## src/rtl/can_init_pkg.sv

```systemverilog
package can_init_pkg;
  typedef enum logic [2:0] {
    ST_INIT, ST_PWRUP, ST_RUN, ST_DRAIN, ST_DRAIN_RX, ST_BOFF, ST_BOFF_PWR
  } seqState_t;

  typedef struct packed {
    logic clrCnt;
    logic cntEn;
  } seqStrobe_t;
endpackage

```

## src/rtl/can_init_dp.sv

```systemverilog
module can_init_dp #(
  parameter int PWR_BITS   = 11,
  parameter int REC_GROUPS = 128
) (
  input  logic                     clk,
  input  logic                     rstN,
  input  can_init_pkg::seqStrobe_t stb,
  input  logic                     bitTick,
  input  logic                     rxBit,
  output logic                     bitDone,
  output logic                     lastGrp
);
  localparam int BW = $clog2(PWR_BITS);
  localparam int GW = $clog2(REC_GROUPS);
  localparam logic [BW-1:0] BIT_LAST = BW'(PWR_BITS - 1);
  localparam logic [GW-1:0] GRP_LAST = GW'(REC_GROUPS - 1);

  logic [BW-1:0] bitCnt;
  logic [GW-1:0] grpCnt;

  assign bitDone = stb.cntEn && bitTick && rxBit && (bitCnt == BIT_LAST);
  assign lastGrp = (grpCnt == GRP_LAST);

  always_ff @(posedge clk) begin
    if (!rstN || stb.clrCnt) begin
      bitCnt <= '0;
      grpCnt <= '0;
    end else if (stb.cntEn && bitTick) begin
      if (!rxBit) begin
        bitCnt <= '0;
      end else if (bitCnt == BIT_LAST) begin
        bitCnt <= '0;
        grpCnt <= grpCnt + 1'b1;
      end else begin
        bitCnt <= bitCnt + 1'b1;
      end
    end
  end

  AST_BIT_RANGE: assert property (@(posedge clk) disable iff (!rstN)
    bitCnt <= BIT_LAST);
  AST_DOM_RESTART: assert property (@(posedge clk) disable iff (!rstN)
    (stb.cntEn && bitTick && !rxBit) |=> (bitCnt == '0));
endmodule

```

## src/rtl/can_init_ctrl.sv

```systemverilog
module can_init_ctrl (
  input  logic                     clk,
  input  logic                     rstN,
  input  logic                     initWrEn,
  input  logic                     initWrVal,
  input  logic                     frameDone,
  input  logic                     arbLost,
  input  logic                     rxDone,
  input  logic                     errEvt,
  input  logic                     busOffIn,
  input  logic                     timingZero,
  input  logic                     bitDone,
  input  logic                     lastGrp,
  output can_init_pkg::seqStrobe_t stb,
  output logic                     busEn,
  output logic                     busOffState,
  output logic                     initStat,
  output logic                     sleepClr
);
  import can_init_pkg::*;

  seqState_t state, nextState;
  logic wrSet, wrClr, busy;

  assign busEn       = (state == ST_RUN) || (state == ST_DRAIN) || (state == ST_DRAIN_RX);
  assign busOffState = (state == ST_BOFF) || (state == ST_BOFF_PWR);
  assign initStat    = (state == ST_INIT);
  assign busy        = busEn && busOffIn;
  assign wrSet       = initWrEn && initWrVal && !busOffState && !busy;
  assign wrClr       = initWrEn && !initWrVal && !busOffState;
  assign sleepClr    = wrSet;

  always_comb begin
    nextState = state;
    unique case (state)
      ST_INIT:     if (wrClr && !timingZero) nextState = ST_PWRUP;
      ST_PWRUP:    if (wrSet) nextState = ST_INIT;
                   else if (bitDone) nextState = ST_RUN;
      ST_RUN:      if (busOffIn) nextState = ST_BOFF;
                   else if (wrSet) nextState = ST_DRAIN;
      ST_DRAIN:    if (busOffIn) nextState = ST_BOFF;
                   else if (errEvt) nextState = ST_INIT;
                   else if (arbLost) nextState = ST_DRAIN_RX;
                   else if (frameDone) nextState = ST_INIT;
      ST_DRAIN_RX: if (busOffIn) nextState = ST_BOFF;
                   else if (rxDone || errEvt) nextState = ST_INIT;
      ST_BOFF:     if (bitDone && lastGrp) nextState = ST_BOFF_PWR;
      ST_BOFF_PWR: if (bitDone) nextState = ST_INIT;
      default:     nextState = ST_INIT;
    endcase
  end

  always_comb begin
    stb.cntEn  = (state == ST_PWRUP) || busOffState;
    stb.clrCnt = !stb.cntEn || (nextState != state);
  end

  always_ff @(posedge clk) begin
    if (!rstN) state <= ST_INIT;
    else       state <= nextState;
  end

  AST_BOFF_ENTRY: assert property (@(posedge clk) disable iff (!rstN)
    (busEn && busOffIn) |=> (busOffState && !initStat));
  AST_TIMING_LOCK: assert property (@(posedge clk) disable iff (!rstN)
    (initStat && timingZero) |=> initStat);
  AST_DRAIN_HOLD: assert property (@(posedge clk) disable iff (!rstN)
    (busEn && !initWrEn && !frameDone && !rxDone && !errEvt && !busOffIn) |=> busEn);
  AST_BOFF_WR_IGNORED: assert property (@(posedge clk) disable iff (!rstN)
    (busOffState && initWrEn && !bitDone) |=> !initStat);
  AST_NO_SLEEP_IN_BOFF: assert property (@(posedge clk) disable iff (!rstN)
    busOffState |-> !sleepClr);
endmodule

```

## src/rtl/can_init_seq.sv

```systemverilog
module can_init_seq #(
  parameter int PWR_BITS   = 11,
  parameter int REC_GROUPS = 128,
  parameter int ADDR_W     = 8,
  parameter int CTRL_REGS  = 16,
  parameter int TIM_W      = 8
) (
  input  logic              clk,
  input  logic              rstN,
  input  logic              initWrEn,
  input  logic              initWrVal,
  input  logic              rxBit,
  input  logic              bitTick,
  input  logic              frameDone,
  input  logic              arbLost,
  input  logic              rxDone,
  input  logic              errEvt,
  input  logic              busOffIn,
  input  logic [TIM_W-1:0]  busTiming,
  input  logic              regWrReq,
  input  logic [ADDR_W-1:0] regWrAddr,
  output logic              busEn,
  output logic              busOffState,
  output logic              initStat,
  output logic              regWrOk,
  output logic              sleepClr
);
  localparam logic [ADDR_W-1:0] CTRL_TOP = ADDR_W'(CTRL_REGS);

  can_init_pkg::seqStrobe_t stb;
  logic bitDone, lastGrp;

  can_init_ctrl u_ctrl (
    .clk(clk), .rstN(rstN), .initWrEn(initWrEn), .initWrVal(initWrVal),
    .frameDone(frameDone), .arbLost(arbLost), .rxDone(rxDone), .errEvt(errEvt),
    .busOffIn(busOffIn), .timingZero(busTiming == '0), .bitDone(bitDone),
    .lastGrp(lastGrp), .stb(stb), .busEn(busEn), .busOffState(busOffState),
    .initStat(initStat), .sleepClr(sleepClr)
  );

  can_init_dp #(.PWR_BITS(PWR_BITS), .REC_GROUPS(REC_GROUPS)) u_dp (
    .clk(clk), .rstN(rstN), .stb(stb), .bitTick(bitTick), .rxBit(rxBit),
    .bitDone(bitDone), .lastGrp(lastGrp)
  );

  assign regWrOk = regWrReq && ((regWrAddr >= CTRL_TOP) || initStat);

  AST_LOW_WINDOW_LOCK: assert property (@(posedge clk) disable iff (!rstN)
    (regWrOk && regWrAddr < CTRL_TOP) |-> initStat);
endmodule

```

## config.mk

```make
export PLATFORM = sky130hd
export DESIGN_NAME = can_init_seq
export DESIGN_NICKNAME = d
export VERILOG_FILES = /design/src/rtl/can_init_pkg.sv /design/src/rtl/can_init_dp.sv /design/src/rtl/can_init_ctrl.sv /design/src/rtl/can_init_seq.sv
export SDC_FILE = /design/constraint.sdc
export NUM_CORES = 1
export LEC_CHECK = 0
export CAP_MARGIN = 0
export CORE_MARGIN = 4
export CORE_UTILIZATION = 46
export CTS_CLUSTER_DIAMETER = 150
export CTS_CLUSTER_SIZE = 40
export DETAILED_ROUTE_END_ITERATION = 10
export PLACE_DENSITY = 0.83
export SYNTH_ARGS = -nofsm -noshare
export SYNTH_HDL_FRONTEND = slang
export SYNTH_HIERARCHICAL = 1
export SYNTH_SLANG_ARGS = --single-unit
```

## constraint.sdc

```tcl
create_clock -name clk -period 3.05 [get_ports clk]
set_clock_uncertainty 0.2 [all_clocks]
set_input_delay 0.61 -clock clk [delete_from_list [all_inputs] [get_ports clk]]
set_output_delay 0.61 -clock clk [all_outputs]
set_load 0.03 [all_outputs]
```

==> metrics.yaml <==
ir_drop_mv: 0.259
floorplan.initialDensity_pct: 50.8
multiplexer_share_of_the_synthesized_area_pct: 3.38
crit_chain: "clkdlybuf4s50_1 > nand2_1 > a211oi_1 > clkdlybuf4s50_1"
hp-class: "register to register"
die_area_um2: 3080
fin_tns_setup_ns: 0
finalCritPeriodShare_pct: 95.5
fmaxAchievable_mhz: 343
cell_pwr_density_nw_per_um2: 287
rsz_0062_raised_after_global_routing: "false"
clockRootBuffer: "sky130_fd_sc_hd__clkbuf_4"
clock_tree_buf_depth: 2
final_hold_viol_count: 0
kind_of_capture_point_of_the_worst_setup_path: "primary output"
ys.warnings.count: 6
critPathBufInv: 2
finalMaxSlewViolations: 0
holdWs_ns: 0.286
numCtsBuffers: 3
static_leakage_nw: 0.469
gpl.final_weighted_congestion: 0.917
period_needed_ns: 2.91
path_delay_family: "buffers and inverters"
post-synth-top-area-fraction_pct: 27.0
post_synth_and_or_nand_nor_area_fraction_pct: 35.5
final_cell_area_um2: 1370
outcome: "finished, final reports clean"
totalWireLength_um: 2630
cts_num_sinks: 14
slew-limit-headroom_pct: 78.0
timing.max_cap.violations: 0
ys_async_sr_fraction_pct: 0
vias: 1086
final_core_util_pct: 67.1
critPathLaunchType: "primary input"
n_antenna_cell: 0
postLayoutSetupSlackWorst_ns: 0.138
synth_flop_cell: "sky130_fd_sc_hd__dfxtp_1"
grt_remaining_overflow: 0
firstDrtPassIters: 4
yosysTopAreaCell: "sky130_fd_sc_hd__dfxtp_1"
worst_reg_to_reg_path_cell_count: 10
grt_start_max_net_pins: 15
fp.dieH_um: 55.5
holdBufCountCts: 0
largest_family_of_logic_cells_by_synthesized_area: "simple AND/OR/NAND/NOR gates"
ranking_of_synthesized_cells_by_instance_count: "sky130_fd_sc_hd__dfxtp_1 (14), sky130_fd_sc_hd__nand2_1 (14), sky130_fd_sc_hd__a21oi_1 (10)"
core_area_um2: 2040
synth_edf_count: 0
placedCellCount: 180
dp.final_hpwl_um: 2060
track_usage_pct: 18.0
insertion_delay_ns: 0.28
yosysSeqAreaShare_pct: 27.0
path_depth: 4
initial_antenna_violation_count: 0
final_layout_size_suffix_gt1_share_pct: 15.3
timing.critical_path.slowest_stage_cell: "sky130_fd_sc_hd__clkdlybuf4s50_1"
synth_adder_area_share_pct: 3.62
placement.cell_area_um2: 1330
stdcell_count: 184
worst_pin_slew_ns: 0.329
yosys.area_share.xor_xnor_pct: 0
synth_area_per_cell_um2: 8.17
drt-initial-drc-count: 21
synth.area.top_cells: "sky130_fd_sc_hd__dfxtp_1 (27%), sky130_fd_sc_hd__nand2_1 (5.1%), sky130_fd_sc_hd__a21oi_1 (4.8%), sky130_fd_sc_hd__or4_1 (4.3%), sky130_fd_sc_hd__ha_1 (3.6%)"
synthToLayoutAreaGrowth_pct: 32.1
synthesized_cell_area_um2: 1040
antenna_violating_nets_left: 0
number_of_global_route_vias_before_repair: 1043
critPathKind: "primary input to primary output"
post_synth_num_cell_types: 45
critical_path.max_stage_delay_ns: 0.70
placement.io_buffers: 28
cts_tree: "yes"
crit_path_max_fanout: 2
holdPathStages: 2
routed_wirelength_normalized_by_instance_count_um: 14.3
ctsHtreeMaxLevel: 1
post-cts-setup-buffer-count: 0
die_w_um: 55.5
timing.critical_path.required_ns: 2.24
drc_errors: 0
clock_pin_slew_reported_for_the_worst_setup_and_hold_paths_after_clock_tree_synthesis_ns: 0.09
global_route_wire_length_before_repair_um: 4570
setup_viol: 0
compound_gate_portion_of_the_synthesized_area_pct: 23.6
fin_total_pwr_uw: 393
post_drt_via_cell_ratio: 5.90
placement.setup.worst_slack_ns: -0.0421
arrival_ns: 2.10
syn-instance-count: 127
std_cell_rows: 16
ys_seq_elements: 14
boundaryPins: 33
mappedNetlistNets: 158
critPathMostFrequentCell: "sky130_fd_sc_hd__clkdlybuf4s50_1"
num-nets-final: 189
## worst reg2reg max path, cell delays in order (launching register included)
cell and delay, ns:
sky130_fd_sc_hd__dfxtp_1 0.52, sky130_fd_sc_hd__inv_1 0.16, sky130_fd_sc_hd__o21bai_1 0.28, sky130_fd_sc_hd__nand3_2 0.11
sky130_fd_sc_hd__nor2_1 0.28, sky130_fd_sc_hd__a21oi_1 0.09, sky130_fd_sc_hd__o211ai_2 0.17, sky130_fd_sc_hd__o311ai_2 0.15
sky130_fd_sc_hd__o21ai_1 0.19, sky130_fd_sc_hd__or2b_2 0.24, sky130_fd_sc_hd__a31oi_1 0.06
## cell usage in the layout, fill, tap and decap left out, types with 3 or more instances in the layout
master                            instances
sky130_fd_sc_hd__dfxtp_1                 12
sky130_fd_sc_hd__buf_4                    4
sky130_fd_sc_hd__inv_1                    6
sky130_fd_sc_hd__o31ai_1                  4
sky130_fd_sc_hd__a21oi_1                 10
sky130_fd_sc_hd__nor2_1                   9
sky130_fd_sc_hd__clkdlybuf4s50_1         27
sky130_fd_sc_hd__o21ai_0                  4
sky130_fd_sc_hd__clkbuf_4                 3
sky130_fd_sc_hd__nand3_1                  6
sky130_fd_sc_hd__or3_1                    3
sky130_fd_sc_hd__nand2_1                 14
sky130_fd_sc_hd__or4_1                    6
sky130_fd_sc_hd__nor3_1                   3
sky130_fd_sc_hd__ha_1                     3
sky130_fd_sc_hd__nand2b_1                 3
## layout make-up
| type | instances | area [µm²] |
|---|---|---|
| clock buffer | 4 | 36.3 |
| fill | 180 | 672 |
| inverter | 6 | 22.5 |
| multi-input combinational | 101 | 686 |
| sequential | 14 | 283 |
| tap | 27 | 33.8 |
| timing repair buffer | 32 | 309 |
## power breakdown
group | internal, mW | switching (mW)
logic | 0.0442 | 0.0294
clock network | 0.0726 | 0.0605
registers | 0.184 | 0.00297
total | 0.301 | 0.0928
## layer usage
| metal | up-vias | share of wire (%) | GRT usage (%) |
|---|---|---|---|
| met5 | - | 0 | 0 |
| met4 | 0 | 0.57 | 5.56 |
| met3 | 2 | 4.3 | 4.43 |
| met2 | 26 | 54 | 33.8 |
| met1 | 527 | 41 | 19.4 |
| li1 | 531 | - | - |
## final timing paths
kind                                 startpoint  slack [ns]             end
worst max-delay path                   initWrEn        0.14        sleepClr
worst min-delay path             u_dp/grpCnt[5]        0.29  u_dp/grpCnt[5]
worst max register to register  u_ctrl/state[1]        0.47  u_dp/bitCnt[3]
worst min register to register   u_dp/grpCnt[5]        0.29  u_dp/grpCnt[5]
## registers in the layout, indices dropped and copies added (netlist names)
register and cells:
u_ctrl/state 3, u_dp/bitCnt 4, u_dp/grpCnt 7
## timing repair
action,in CTS,in global routing
gates resized for setup,1,2
cloned,0,0
pin swaps,0,0
endpoints found under the setup margin,1,1
## cell families after synthesis
family	count (synthesis)
buffers and inverters	12
adders and majority gates	3
AOI/OAI and AO/OA	35
muxes	3
DFF	14
and+or+nand+nor	60
No activity file was read; power rests on OpenSTA's default activity.
